$ cat src/rtl/srx_pkg.sv
package srx_pkg;

  localparam int REG_W = 16;

  typedef enum logic [1:0] {
    SS_HUNT = 2'b00,
    SS_ONE  = 2'b01,
    SS_LOCK = 2'b10
  } sync_state_e;

  // Character length selected by the two-bit code; 10 and 11 both give 12.
  function automatic int char_len(input logic [1:0] code);
    case (code)
      2'b00:   return 6;
      2'b01:   return 8;
      default: return 12;
    endcase
  endfunction

endpackage

$ cat src/rtl/srx_bit_capture.sv
module srx_bit_capture #(
  parameter int SCAN_PERIOD = 4
) (
  input  logic clk,
  input  logic rst_n,
  input  logic enable,
  input  logic strobe,
  input  logic bit_in,
  output logic bit_valid,
  output logic bit_val,
  output logic ovr_pulse
);

  localparam int CW = (SCAN_PERIOD > 1) ? $clog2(SCAN_PERIOD) : 1;
  localparam logic [CW-1:0] LAST = CW'(SCAN_PERIOD - 1);

  logic [CW-1:0] scan_q, scan_d;
  logic          pend_q, pend_d;
  logic          pbit_q, pbit_d;
  logic          ovr_q, ovr_d;
  logic          slot, take;

  assign slot = (scan_q == LAST);
  assign take = slot & pend_q;

  always_comb begin
    scan_d = slot ? '0 : scan_q + 1'b1;
    pend_d = pend_q;
    pbit_d = pbit_q;
    ovr_d  = 1'b0;
    if (take) pend_d = 1'b0;
    if (!enable) begin
      pend_d = 1'b0;
    end else if (strobe) begin
      pend_d = 1'b1;
      pbit_d = bit_in;
      ovr_d  = pend_q & ~slot;
    end
  end

  always_ff @(posedge clk or negedge rst_n) begin
    if (!rst_n) begin
      scan_q <= '0;
      pend_q <= 1'b0;
      pbit_q <= 1'b0;
      ovr_q  <= 1'b0;
    end else begin
      scan_q <= scan_d;
      pend_q <= pend_d;
      pbit_q <= pbit_d;
      ovr_q  <= ovr_d;
    end
  end

  assign bit_valid = take;
  assign bit_val   = pbit_q;
  assign ovr_pulse = ovr_q;

endmodule

$ cat src/rtl/srx_framer.sv
module srx_framer import srx_pkg::*; #(
  parameter int DATA_W = 12
) (
  input  logic              clk,
  input  logic              rst_n,
  input  logic              enable,
  input  logic [1:0]        len_code,
  input  logic              two_sync,
  input  logic [DATA_W-1:0] sync_pat,
  input  logic              bit_valid,
  input  logic              bit_val,
  output sync_state_e       state_o,
  output logic              char_done_o,
  output logic [DATA_W-1:0] char_o
);

  localparam int CNT_W = $clog2(DATA_W + 1);

  sync_state_e       st_q, st_d;
  logic [CNT_W-1:0]  cnt_q, cnt_d, last_idx;
  logic [DATA_W-1:0] sh_q, sh_d, sh_new, mask;
  logic [DATA_W-1:0] char_q, char_d;
  logic              cdone_q, cdone_d;
  logic              match, full;

  always_comb begin
    last_idx = CNT_W'(char_len(len_code) - 1);
    for (int i = 0; i < DATA_W; i++) begin
      mask[i] = (CNT_W'(i) <= last_idx);
    end
  end

  assign sh_new = {sh_q[DATA_W-2:0], bit_val};
  assign match  = ((sh_new ^ sync_pat) & mask) == '0;
  assign full   = (cnt_q >= last_idx);

  always_comb begin
    st_d    = st_q;
    cnt_d   = cnt_q;
    sh_d    = sh_q;
    char_d  = char_q;
    cdone_d = 1'b0;
    if (!enable) begin
      st_d  = SS_HUNT;
      cnt_d = '0;
      sh_d  = '0;
    end else if (bit_valid) begin
      sh_d = sh_new;
      case (st_q)
        SS_HUNT: begin
          if (full && match) begin
            st_d  = two_sync ? SS_ONE : SS_LOCK;
            cnt_d = '0;
          end else if (!full) begin
            cnt_d = cnt_q + 1'b1;
          end
        end
        SS_ONE: begin
          if (full) begin
            // A failed second match keeps sliding: the window is already full.
            st_d  = match ? SS_LOCK : SS_HUNT;
            cnt_d = match ? '0 : last_idx;
          end else begin
            cnt_d = cnt_q + 1'b1;
          end
        end
        SS_LOCK: begin
          if (full) begin
            cdone_d = 1'b1;
            char_d  = sh_new & mask;
            cnt_d   = '0;
          end else begin
            cnt_d = cnt_q + 1'b1;
          end
        end
        default: begin
          st_d  = SS_HUNT;
          cnt_d = '0;
        end
      endcase
    end
  end

  always_ff @(posedge clk or negedge rst_n) begin
    if (!rst_n) begin
      st_q    <= SS_HUNT;
      cnt_q   <= '0;
      sh_q    <= '0;
      char_q  <= '0;
      cdone_q <= 1'b0;
    end else begin
      st_q    <= st_d;
      cnt_q   <= cnt_d;
      sh_q    <= sh_d;
      char_q  <= char_d;
      cdone_q <= cdone_d;
    end
  end

  assign state_o     = st_q;
  assign char_done_o = cdone_q;
  assign char_o      = char_q;

endmodule

$ cat src/rtl/srx_status_regs.sv
module srx_status_regs import srx_pkg::*; #(
  parameter int DATA_W = 12
) (
  input  logic              clk,
  input  logic              rst_n,
  input  logic              ctl_we,
  input  logic [REG_W-1:0]  ctl_wdata,
  input  logic              sync_we,
  input  logic [DATA_W-1:0] sync_wdata,
  input  logic              buf_rd,
  input  logic              char_done,
  input  logic [DATA_W-1:0] char_in,
  input  logic              bit_ovr,
  input  logic              carrier_det,
  input  logic              ring_in,
  input  sync_state_e       sync_state,
  output logic              rcv_en,
  output logic [1:0]        len_code,
  output logic              two_sync,
  output logic [DATA_W-1:0] sync_pat,
  output logic [REG_W-1:0]  status,
  output logic [REG_W-1:0]  rx_data,
  output logic              done
);

  logic              en_q, ren_q, two_q;
  logic [1:0]        len_q;
  logic [DATA_W-1:0] sync_q, buf_q;
  logic              done_q, done_d;
  logic              car_q;
  logic              f_cl_q, f_co_q, f_bo_q, f_rg_q;
  logic              f_cl_d, f_co_d, f_bo_d, f_rg_d;
  logic [3:0]        w1c;

  assign w1c = ctl_we ? ctl_wdata[15:12] : 4'b0000;

  always_comb begin
    done_d = done_q;
    if (buf_rd) done_d = 1'b0;
    if (char_done) done_d = 1'b1;
    f_cl_d = (f_cl_q & ~w1c[0]) | (en_q & car_q & ~carrier_det);
    f_co_d = (f_co_q & ~w1c[1]) | (char_done & done_q & ~buf_rd);
    f_bo_d = (f_bo_q & ~w1c[2]) | bit_ovr;
    f_rg_d = (f_rg_q & ~w1c[3]) | (ring_in & ren_q);
  end

  always_ff @(posedge clk or negedge rst_n) begin
    if (!rst_n) begin
      en_q  <= 1'b0;
      ren_q <= 1'b0;
      len_q <= 2'b00;
      two_q <= 1'b0;
    end else if (ctl_we) begin
      en_q  <= ctl_wdata[0];
      ren_q <= ctl_wdata[1];
      len_q <= ctl_wdata[3:2];
      two_q <= ctl_wdata[4];
    end
  end

  always_ff @(posedge clk or negedge rst_n) begin
    if (!rst_n) sync_q <= '0;
    else if (sync_we) sync_q <= sync_wdata;
  end

  always_ff @(posedge clk or negedge rst_n) begin
    if (!rst_n) buf_q <= '0;
    else if (char_done) buf_q <= char_in;
  end

  always_ff @(posedge clk or negedge rst_n) begin
    if (!rst_n) begin
      done_q <= 1'b0;
      car_q  <= 1'b0;
      f_cl_q <= 1'b0;
      f_co_q <= 1'b0;
      f_bo_q <= 1'b0;
      f_rg_q <= 1'b0;
    end else begin
      done_q <= done_d;
      car_q  <= carrier_det;
      f_cl_q <= f_cl_d;
      f_co_q <= f_co_d;
      f_bo_q <= f_bo_d;
      f_rg_q <= f_rg_d;
    end
  end

  assign status = {f_rg_q, f_bo_q, f_co_q, f_cl_q, 2'b00, sync_state,
                   1'b0, carrier_det, done_q, two_q, len_q, ren_q, en_q};
  assign rx_data  = {{(REG_W-DATA_W){1'b0}}, buf_q};
  assign rcv_en   = en_q;
  assign len_code = len_q;
  assign two_sync = two_q;
  assign sync_pat = sync_q;
  assign done     = done_q;

endmodule

$ cat src/rtl/srx_line_rx.sv
module srx_line_rx import srx_pkg::*; #(
  parameter int DATA_W      = 12,
  parameter int SCAN_PERIOD = 4
) (
  input  logic              clk,
  input  logic              rst_n,
  input  logic              rx_strobe,
  input  logic              rx_bit,
  input  logic              carrier_det,
  input  logic              ring_in,
  input  logic              ctl_we,
  input  logic [REG_W-1:0]  ctl_wdata,
  input  logic              sync_we,
  input  logic [DATA_W-1:0] sync_wdata,
  input  logic              buf_rd,
  output logic [REG_W-1:0]  rx_data,
  output logic [REG_W-1:0]  rx_status,
  output logic              done_irq
);

  logic              rcv_en, two_sync;
  logic [1:0]        len_code;
  logic [DATA_W-1:0] sync_pat, fr_char;
  logic              cap_valid, cap_bit, cap_ovr;
  logic              fr_char_done;
  sync_state_e       fr_state;

  srx_bit_capture #(.SCAN_PERIOD(SCAN_PERIOD)) u_capture (
    .clk       (clk),
    .rst_n     (rst_n),
    .enable    (rcv_en),
    .strobe    (rx_strobe),
    .bit_in    (rx_bit),
    .bit_valid (cap_valid),
    .bit_val   (cap_bit),
    .ovr_pulse (cap_ovr)
  );

  srx_framer #(.DATA_W(DATA_W)) u_framer (
    .clk         (clk),
    .rst_n       (rst_n),
    .enable      (rcv_en),
    .len_code    (len_code),
    .two_sync    (two_sync),
    .sync_pat    (sync_pat),
    .bit_valid   (cap_valid),
    .bit_val     (cap_bit),
    .state_o     (fr_state),
    .char_done_o (fr_char_done),
    .char_o      (fr_char)
  );

  srx_status_regs #(.DATA_W(DATA_W)) u_regs (
    .clk         (clk),
    .rst_n       (rst_n),
    .ctl_we      (ctl_we),
    .ctl_wdata   (ctl_wdata),
    .sync_we     (sync_we),
    .sync_wdata  (sync_wdata),
    .buf_rd      (buf_rd),
    .char_done   (fr_char_done),
    .char_in     (fr_char),
    .bit_ovr     (cap_ovr),
    .carrier_det (carrier_det),
    .ring_in     (ring_in),
    .sync_state  (fr_state),
    .rcv_en      (rcv_en),
    .len_code    (len_code),
    .two_sync    (two_sync),
    .sync_pat    (sync_pat),
    .status      (rx_status),
    .rx_data     (rx_data),
    .done        (done_irq)
  );

endmodule

$ cat config.mk
export PLATFORM = sky130hd
export DESIGN_NAME = srx_line_rx
export DESIGN_NICKNAME = d
export VERILOG_FILES = /design/src/rtl/srx_pkg.sv /design/src/rtl/srx_bit_capture.sv /design/src/rtl/srx_framer.sv /design/src/rtl/srx_status_regs.sv /design/src/rtl/srx_line_rx.sv
export SDC_FILE = /design/constraint.sdc
export NUM_CORES = 1
export LEC_CHECK = 0
export BUFFER_PORTS_ARGS = -buffer_cell sky130_fd_sc_hd__buf_2
export CORE_ASPECT_RATIO = 0.9
export CORE_MARGIN = 2
export CORE_UTILIZATION = 45
export DETAILED_ROUTE_END_ITERATION = 7
export GPL_TIMING_DRIVEN = 0
export PLACE_DENSITY_LB_ADDON = 0.1
export RECOVER_POWER = 100
export SLEW_MARGIN = 10
export SYNTH_ARGS = -nofsm -noshare
export SYNTH_HDL_FRONTEND = slang
export SYNTH_SLANG_ARGS = --single-unit
$ cat constraint.sdc
create_clock -name clk -period 2.65 [get_ports clk]
set_clock_uncertainty 0.15 [all_clocks]
set_input_delay 0.3975 -clock clk [delete_from_list [all_inputs] [get_ports clk]]
set_output_delay 0.3975 -clock clk [all_outputs]
set_load 0.02 [all_outputs]
==> results.tsv, run 1 <==
metric	value	unit
Max clock buf depth	2	
clock root buffer	clkbuf_8	
vias in the first global route	2202	
sequential-to-total area share from yosys stat	0.543	
Crit Path Max Fanout	7	
Die Wd	93.3	microns
max incr delay on CP	480	ps
die area	0.00787	sq mm
antenna diode count	0	
unrepaired setup endpoints after global routing	false	
Iter 0 DRT Violations	56	
setup TNS	0	ps
Slew HR	0.150	
I/O Pins	70	
fraction of layout cells with a size suffix above 1	0.280	
clock sinks	70	
minimum clock period	2530	ps
port bufs	54	
die height	84.4	microns
type of the most critical hold path	primary input to register	
core area	0.00700	sq mm
CP Class	register to register	
Crit. End Element	register	
drt drc	0	
Slew Viols, Final	0	
worst-skew pair later-pin latency	340	ps
final net count	402	
Yosys cell types	43	
endpoints failing hold	0	
total track usage	0.171	
Starting Density	0.461	
vias per cell	4.91	
Reg clk slew, reported paths	70	ps
Critical path buffers and inverters	2	
worst path required time	2720	ps
status	complete, no violations	
Syn Area/Cell	11.4	sq um
row cnt	29	
htree depth	3	
Largest delay share family, worst path	simple AND/OR/NAND/NOR gates	
VDD IR max	0.253	mV
initial antenna violation count	0	
FF+latch area	0.00175	sq mm
drt pass-1 iters	4	
Syn. warnings	0	
wire per inst	13.6	microns
synthesis-stage register bit count	70	
Worst-Margin Slew	1270	ps
wire length of the first global-routing pass	10.5	mm
Final GP Congestion	0.858	
Vias	2243	
max cap viols	0	
TritonCTS buffer count	9	
LEAKAGE	1.78	nW
GRT Residual Overflow	0	
Worst EP arrival	2610	ps
sequence of cells on the critical path	nor2_4, inv_1, ha_2, a41oi_2, nor4_4, buf_4, o31ai_4, and2_4, a221o_1	
period utilisation layout	0.955	
Power Density	585	mW/mm^2
# setup viols final	0	
Post-DRT Antenna Nets	0	
Fmax	395	MHz
final WL	6.20	mm
CTS tree	yes	
area of the multi-input gates	0.00132	sq mm
post-synthesis cell area	0.00323	sq mm
pin count of the biggest net entering global routing	50	
fin worst setup slack	118	ps
Post-Place Worst Slack	-246	ps
CP max stage cell	dfrtp_2	
Mapped Cells	284	
post-DP HPWL	4.52	mm
FILL cells	640	
Critical Path Source Type	register	
Area Growth Syn to Fin	19.4	%
## per-layer routing
layer  up-vias  share of wire  GRT usage
met5         -              0          0
met4         0          0.024     0.0842
met3        13          0.047     0.0377
met2        50           0.42      0.249
met1      1073           0.50      0.242
li1       1107              -          -
## what timing repair did
action / CTS / global route
pin swaps: 1 / 1
hold endpoints to repair: 21 / 0
hold buffers: 1 / 0
setup endpoints to repair: 5 / 3
buffers inserted: 1 / 1
gates resized for setup: 3 / 2
## layout make-up
cell class / instances / area share
inverters: 5 / 0.00487
clock inverters: 5 / 0.0156
plain buffers: 27 / 0.0438
clock buffers: 11 / 0.0341
well taps: 93 / 0.0302
multi-input cells: 188 / 0.342
repair buffers: 58 / 0.0744
flip-flops and latches: 70 / 0.455
## cell families (layout without fill, tap and decap cells)
kind of cell | count (synthesis) | count (layout) | synth area share
AND/OR/NAND/NOR | 83 | 83 | 0.118
flip-flops | 70 | 70 | 0.543
AO/OA/AOI/OAI | 48 | 48 | 0.107
multiplexers | 32 | 32 | 0.112
buffers and inverters | 32 | 106 | 0.0616
XOR/XNOR | 12 | 12 | 0.0349
adder cells (fa/ha/maj) | 6 | 6 | 0.0233
other | 1 | 7 | 0.00116
## synth_stat cells (all sizes together)
library cell | count | area share
o31ai | 1 | 0.0039
o211ai | 1 | 0.0023
nor2 | 4 | 0.0046
or3 | 1 | 0.0019
inv | 5 | 0.0058
dfrtp | 70 | 0.54
a21o | 3 | 0.0070
o21ai | 14 | 0.023
mux2 | 32 | 0.11
conb | 1 | 0.0012
a22o | 2 | 0.0054
a32o | 1 | 0.0031
or2 | 1 | 0.0019
a41oi | 1 | 0.0050
nand3 | 5 | 0.0078
and3 | 2 | 0.0039
and4b | 1 | 0.0031
o2bb2a | 1 | 0.0031
nand4 | 1 | 0.0019
o2bb2ai | 3 | 0.0081
nand2 | 60 | 0.070
o21a | 1 | 0.0023
and4 | 1 | 0.0027
nand2b | 1 | 0.0019
clkbuf | 7 | 0.0081
a221oi | 1 | 0.0027
or3b | 1 | 0.0027
a21oi | 6 | 0.0093
a21boi | 11 | 0.026
ha | 6 | 0.023
xnor2 | 12 | 0.035
nor4 | 1 | 0.0066
a221o | 2 | 0.0062
and2 | 2 | 0.0050
buf | 20 | 0.048
nor2b | 2 | 0.0039
## sequential cells by signal (all words and copies together), names as in the netlist, 2 cells and up
signal            flops
u_regs.sync_pat      12
u_capture.scan_q      2
u_regs.buf_q         12
u_regs.len_code       2
u_framer.sh_q        11
u_framer.char_o      12
u_framer.state_o      2
u_framer.cnt_q        4
## cell usage in the layout, fill, tap and decap left out, drive strengths merged, types with 2 or more instances in the layout
master   instances
clkbuf          50
a21boi          11
and2             2
a21oi            6
dfrtp           70
a221o            2
and3             2
nand3            5
a22o             2
buf             45
o21ai           14
nand2           60
conb             7
mux2            32
o2bb2ai          3
inv              5
xnor2           12
clkinv           3
ha               6
nor2             4
nor2b            2
a21o             3
## final timing paths
path                                           startpoint                             end  slack, ps  depth (start not counted)
setup / recovery           u_regs.len_code[1]$_DFFE_PN0P_   u_framer.cnt_q[3]$_DFFE_PN0P_        120                          9
hold / removal                                carrier_det          u_regs.car_q$_DFF_PN0_         50                          1
setup reg to reg           u_regs.len_code[1]$_DFFE_PN0P_   u_framer.cnt_q[3]$_DFFE_PN0P_        120                          9
hold reg to reg             u_capture.ovr_pulse$_DFF_PN0_         u_regs.f_bo_q$_DFF_PN0_        280                          1
max in group asynchronous                           rst_n  u_regs.len_code[1]$_DFFE_PN0P_        790                          3
min in group asynchronous                           rst_n  u_regs.sync_pat[4]$_DFFE_PN0P_        700                          2
## report_power, final
part / leakage [nW] / total (mW) / switching, mW / internal (mW)
Combinational: 0.765 / 0.261 / 0.134 / 0.127
Sequential: 0.922 / 1.15 / 0.0407 / 1.11
Clock: 0.0935 / 0.842 / 0.405 / 0.437
## stage by stage
stage / instances / hold WS (ps) / total power, mW / cell area [sq um] / utilization
after floorplan: 290 / -48.1 / 1.34 / 3250 / -
after global placement: 437 / 264 / 1.43 / 3640 / 0.519
after detailed placement: 438 / 163 / 1.44 / 3670 / 0.524
after CTS: 456 / 25.7 / 2.28 / 3880 / 0.555
after global routing: 457 / 47.2 / 2.35 / 3850 / 0.550
final: 457 / 49.3 / 2.25 / 3850 / 0.550
Power figures use the tool's default switching activity.
==> run 2, diff against run 1 <==
SYNTH_HIERARCHICAL = 1   (was unset)
==> run 2 against run 1 <==
- the run now ends with max-capacitance violations, max-slew violations, negative setup slack left
- synthesized cell count fell by 1.8%
- fmax fell by 4.8%
- die area rose by 2.1%
- first-iteration DRC count rose by 110%
- sequential share of layout area fell by 2.3 points
- clock-buffer cell count fell by 2
- wire length rose by 0.74%
- largest power group unchanged
- highest routed layer unchanged
==> results.tsv, run 2 <==
metric	value	unit
core area	0.00708	sq mm
Post-DRT Antenna Nets	0	
Crit. End Element	register	
Yosys cell types	49	
crit path from	u_regs/len_code[1]$_DFFE_PN0P_	
worst min-delay path startpoint	carrier_det	
clock sinks	70	
Syn Area/Cell	11.8	sq um
reg2reg setup slack	-10	ps
most frequent cell after synthesis	dfrtp_1	
Crit Path Max Fanout	7	
Final GP Congestion	0.802	
max cap viols	1	
vias per cell	4.75	
GRT met1 Usage	0.249	
most common cell after layout, fill and taps aside	dfrtp_1	
type of the most critical hold path	primary input to register	
clock root buffer	clkbuf_8	
endpoints failing hold	0	
sequential-to-total area share from yosys stat	0.531	
drt drc	0	
TritonCTS buffer count	9	
Starting Density	0.466	
Iter 0 DRT Violations	119	
period utilisation layout	1.00	
Worst EP arrival	2750	ps
met3 GRT Util	0.0542	
synthesis-stage register bit count	70	
antenna diode count	0	
Synth area leader	dfrtp_1	
# setup viols final	7	
drt pass-1 iters	4	
final WL	6.24	mm
final net count	403	
hold-critical path endpoint	u_regs/car_q$_DFF_PN0_	
Max clock buf depth	2	
initial antenna violation count	0	
row cnt	29	
internal power	1.78	mW
ys flop type	dfrtp_1	
worst reg2reg endpoint	u_framer/char_o[8]$_DFFE_PN0P_	
Syn. warnings	6	
Slew Viols, Final	28	
pin count of the biggest net entering global routing	44	
worst path required time	2740	ps
total track usage	0.172	
grt met2 use	0.243	
most frequent cells in the layout	dfrtp_1, clkbuf_1, buf_2, nand2_1, buf_4	
Slew HR	-0.0231	
Critical Path Source Type	register	
unrepaired setup endpoints after global routing	true	
minimum clock period	2660	ps
post-synthesis cell area	0.00330	sq mm
failing checks	max-capacitance violations, max-slew violations, negative setup slack	
Post-synth EDFFs	0	
post-synthesis async set-or-reset flop share	1.00	
Reg clk slew, reported paths	70	ps
post-DP HPWL	4.38	mm
Seq pwr share	0.486	
VDD IR max	0.330	mV
largest cells by area after synthesis	dfrtp_1, mux2_2, buf_4	
setup TNS	-46.0	ps
switch share	0.248	
worst-skew pair later-pin latency	350	ps
CTS tree	yes	
clock power share	0.399	
I/O Pins	70	
wire per inst	13.6	microns
worst r2r src	u_regs/len_code[1]$_DFFE_PN0P_	
switching power	586	uW
Logic pwr share	0.115	
LEAKAGE	1.91	nW
GR peak layer	met1	
Vias	2181	
die area	0.00804	sq mm
most frequent cells after synthesis	dfrtp_1, nand2_1, mux2_2, buf_4	
fin worst setup slack	-10.2	ps
Power Density	583	mW/mm^2
total power draw	2.36	mW
die height	85.3	microns
wire length of the first global-routing pass	10.6	mm
Worst R2R Path Depth	10	
htree depth	3	
Die Wd	94.3	microns
fraction of layout cells with a size suffix above 1	0.361	
CP Class	register to register	
Hold Crit Depth	1	
Synth top area share	0.531	
port bufs	54	
vias in the first global route	2126	
Worst-Margin Slew	1530	ps
Fmax	376	MHz
Mapped Cells	279	
Area Growth Syn to Fin	23.0	%
GRT Residual Overflow	0	
status	finished, violations left	
## run 2: cell types whose count changed in the layout (fill, tap and decap cells not counted), moves of 11 or more
cell,previous run,this run
nand2_1,60,26
nand2_2,0,12
xor2_1,0,12
mux2_2,32,21
mux2i_1,0,11
## run 2: cells by family after synthesis
| kind of cell | Yosys count | share of synthesized area |
|---|---|---|
| compound gates | 38 | 0.0868 |
| xor+xnor | 13 | 0.0345 |
| fa+ha+maj | 5 | 0.0190 |
| buf+inv | 35 | 0.0720 |
| flops | 70 | 0.531 |
| mux | 41 | 0.146 |
| other cells | 1 | 0.00114 |
| simple gates | 76 | 0.110 |
## run 2: what timing repair did
action / CTS / global route
resized for setup: 15 / 11
cloned: 2 / 0
setup endpoints to repair: 17 / 16
pin swaps: 7 / 1
setup buffers: 7 / 0
endpoints found under the hold margin: 27 / 0
hold buffers: 1 / 0
## run 2: layout make-up
type                       instances  area (sq um)
sequential                        70          1750
timing repair buffer              65           359
clock buffer                       9           124
buffer                            28           200
fill                             652          3020
tap                               93           116
multi-input combinational        180          1380
clock inverter                     7          95.1
inverter                           7          28.8
## run 2: critical path, stage by stage, from the launching register on
cell	delay, ps
dfrtp_2	450
nor2_4	170
inv_4	60
ha_4	250
ha_4	270
o21ai_2	60
o31a_1	270
or4b_4	600
buf_6	180
nand2_2	60
o21ai_2	40
## run 2: how the worst max path moves through the flow
stage	to	slack, ps	depth (start not counted)
after floorplan	u_framer/char_o[11]$_DFFE_PN0P_	8	9
final	u_framer/char_o[8]$_DFFE_PN0P_	-10	10
after detailed placement	u_framer/char_o[1]$_DFFE_PN0P_	-270	10
after global placement	u_framer/char_o[1]$_DFFE_PN0P_	-220	10
after global routing	u_framer/char_o[11]$_DFFE_PN0P_	-90	10
after CTS	u_framer/char_o[7]$_DFFE_PN0P_	-9	10
## run 2: power groups by stage
| stage | Sequential (mW) | Combinational [mW] | Clock (mW) |
|---|---|---|---|
| after detailed placement | 1.17 | 0.253 | 0 |
| after CTS | 1.15 | 0.283 | 0.974 |
| after global placement | 1.17 | 0.244 | 0 |
| final | 1.15 | 0.272 | 0.944 |
| after floorplan | 1.15 | 0.172 | 0 |
| after global routing | 1.15 | 0.301 | 1.03 |
## run 2: per-layer routing
layer  vias up  routed length (microns)
met1      1028                     3280
met3         8                      286
met4         0                      102
met5         -                        0
met2        46                     2570
li1       1099                        -
## run 2: through the flow
stage	instances	hold WS (ps)	utilization	worst slack, ps	area [sq um]
2_1_floorplan	285	-48.1	-	7.55	3340
3_3_place_gp	432	264	0.526	-223	3720
3_5_place_dp	433	191	0.530	-270	3750
4_1_cts	459	16.7	0.581	-8.78	4110
5_1_grt	459	35.3	0.574	-90.4	4060
6_report	459	43.4	0.574	-10.2	4060
==> run 3, diff against run 2 <==
BUFFER_PORTS_ARGS = -buffer_cell sky130_fd_sc_hd__buf_4   (was -buffer_cell sky130_fd_sc_hd__buf_2)
CORE_MARGIN = unset   (was 2)
SETUP_SLACK_MARGIN = 0.1   (was unset)
==> run 3 against run 2 <==
- total power is 1.5% higher
- first-iteration DRC count is 14% lower
- fmax is 0.11% lower
- die area is 4.4% lower
- flip-flop and latch count stayed put
- the run still ends with max-capacitance violations, max-slew violations, negative setup slack left
- setup slack worse by 2.9 ps
- wire length is 3.8% higher
- sequential power hardly changed
- core utilization is 1.9 points higher
==> results.tsv, run 3 (same netlist as run 2, synthesis figures left out) <==
metric	value	unit
status	finished, violations left	
failing checks	max-capacitance violations, max-slew violations, negative setup slack	
port bufs	54	
LEAKAGE	1.95	nW
Worst EP arrival	2800	ps
TritonCTS buffer count	9	
die area	0.00768	sq mm
CP max stage cell	or4b_4	
worst path required time	2790	ps
wire per inst	14.1	microns
Logic pwr share	0.123	
Worst-Margin Slew	1740	ps
pin count of the biggest net entering global routing	71	
vias per cell	4.90	
minimum clock period	2660	ps
switching power	584	uW
htree depth	3	
fin worst setup slack	-13.1	ps
Final GP Congestion	0.791	
hold_buf cts	0	
row cnt	29	
vias in the first global route	2116	
max incr delay on CP	600	ps
FF+latch area	0.00175	sq mm
Vias	2249	
FILL cells	634	
Die Wd	92.3	microns
CP Class	register to register	
Starting Density	0.466	
sequence of cells on the critical path	nor2_4, inv_4, ha_4, ha_4, o21ai_2, o31a_1, or4b_4, buf_6, inv_4, nand2_2, nand2_2	
Max clock buf depth	2	
total track usage	0.179	
type of the most critical hold path	primary input to register	
Fmax	376	MHz
most common cell after layout, fill and taps aside	dfrtp_1	
I/O Pins	70	
total power draw	2.40	mW
final net count	403	
Area Growth Syn to Fin	27.1	%
Post-DRT Antenna Nets	0	
post-DP HPWL	4.24	mm
area of the multi-input gates	0.00143	sq mm
GRT Residual Overflow	0	
die height	83.3	microns
period utilisation layout	1.00	
fraction of layout cells with a size suffix above 1	0.396	
switch share	0.243	
initial antenna violation count	0	
Power Density	572	mW/mm^2
Crit. End Element	register	
Slew Viols, Final	71	
clock sinks	70	
internal power	1.82	mW
antenna diode count	0	
clock root buffer	clkbuf_8	
wire length of the first global-routing pass	10.6	mm
Slew HR	-0.159	
clock power share	0.399	
core area	0.00708	sq mm
Seq pwr share	0.479	
worst-skew pair later-pin latency	340	ps
CTS tree	yes	
# setup viols final	8	
Reg clk slew, reported paths	80	ps
final WL	6.48	mm
WHS	46.1	ps
Crit Path Max Fanout	6	
drt drc	0	
max cap viols	1	
VDD IR max	0.352	mV
unrepaired setup endpoints after global routing	true	
Iter 0 DRT Violations	102	
drt pass-1 iters	4	
most frequent cells in the layout	dfrtp_1, buf_4, clkbuf_1, nand2_1, mux2_2	
Critical Path Source Type	register	
endpoints failing hold	0	
-- run 3: critical path: cells and delay by family (launching register included) --
family          cells  cell delay (ps)
compound gates      2              350
fa+ha+maj           2              520
buf+inv             3              270
flops               1              430
simple gates        4              880
-- run 3: per-layer routing --
metal,global-route usage,wire (microns),vias to the layer above
li1,-,-,1095
met4,0.0639,101,0
met3,0.0604,335,10
met5,0,0,-
met1,0.247,3110,1076
met2,0.263,2930,68
-- run 3: power by group through the flow --
stage	registers, mW	clock network [mW]	logic (mW)
2_1_floorplan	1.16	0	0.173
3_3_place_gp	1.17	0	0.267
3_5_place_dp	1.17	0	0.271
4_1_cts	1.15	0.981	0.296
5_1_grt	1.16	1.03	0.319
6_report	1.15	0.957	0.294
-- run 3: path summary, 6_finish.rpt --
| kind | from | end | slack [ps] | cells after the start |
|---|---|---|---|---|
| min in group asynchronous | rst_n | u_regs/f_rg_q$_DFF_PN0_ | 370 | 1 |
| worst max-delay path | u_regs/len_code[1]$_DFFE_PN0P_ | u_framer/char_o[0]$_DFFE_PN0P_ | -10 | 11 |
| worst max register to register | u_regs/len_code[1]$_DFFE_PN0P_ | u_framer/char_o[0]$_DFFE_PN0P_ | -10 | 11 |
| worst min-delay path | carrier_det | u_regs/car_q$_DFF_PN0_ | 50 | 1 |
| max in group asynchronous | rst_n | u_regs/len_code[1]$_DFFE_PN0P_ | 850 | 1 |
| worst min register to register | u_capture/ovr_pulse$_DFF_PN0_ | u_regs/f_bo_q$_DFF_PN0_ | 280 | 1 |
-- run 3: final cells by class --
class                           instances  share of cell area
Multi-Input combinational cell        180               0.342
Clock inverter                          6              0.0203
Clock buffer                           10              0.0328
Tap cell                               93              0.0277
Timing Repair Buffer                   65               0.103
Inverter                                7             0.00745
Sequential cell                        70               0.418
Buffer                                 28              0.0495
-- run 3: per-stage QoR --
step	TNS (ps)	instances	worst slack (ps)	instance area, sq um	utilization
finish	-41.2	459	-13.1	4200	0.593
global route	-435	459	-51.7	4200	0.593
CTS	-254	458	-27.1	4260	0.602
detailed placement	-1330	432	-116	3870	0.547
global placement	-1250	432	-111	3870	0.547
floorplan	0	285	105	3350	-
-- run 3: timing repair --
action,in CTS,in global routing
gates resized for setup,24,14
pin swaps,17,7
gates cloned,2,0
buffers inserted,8,1
setup endpoints to repair,17,17
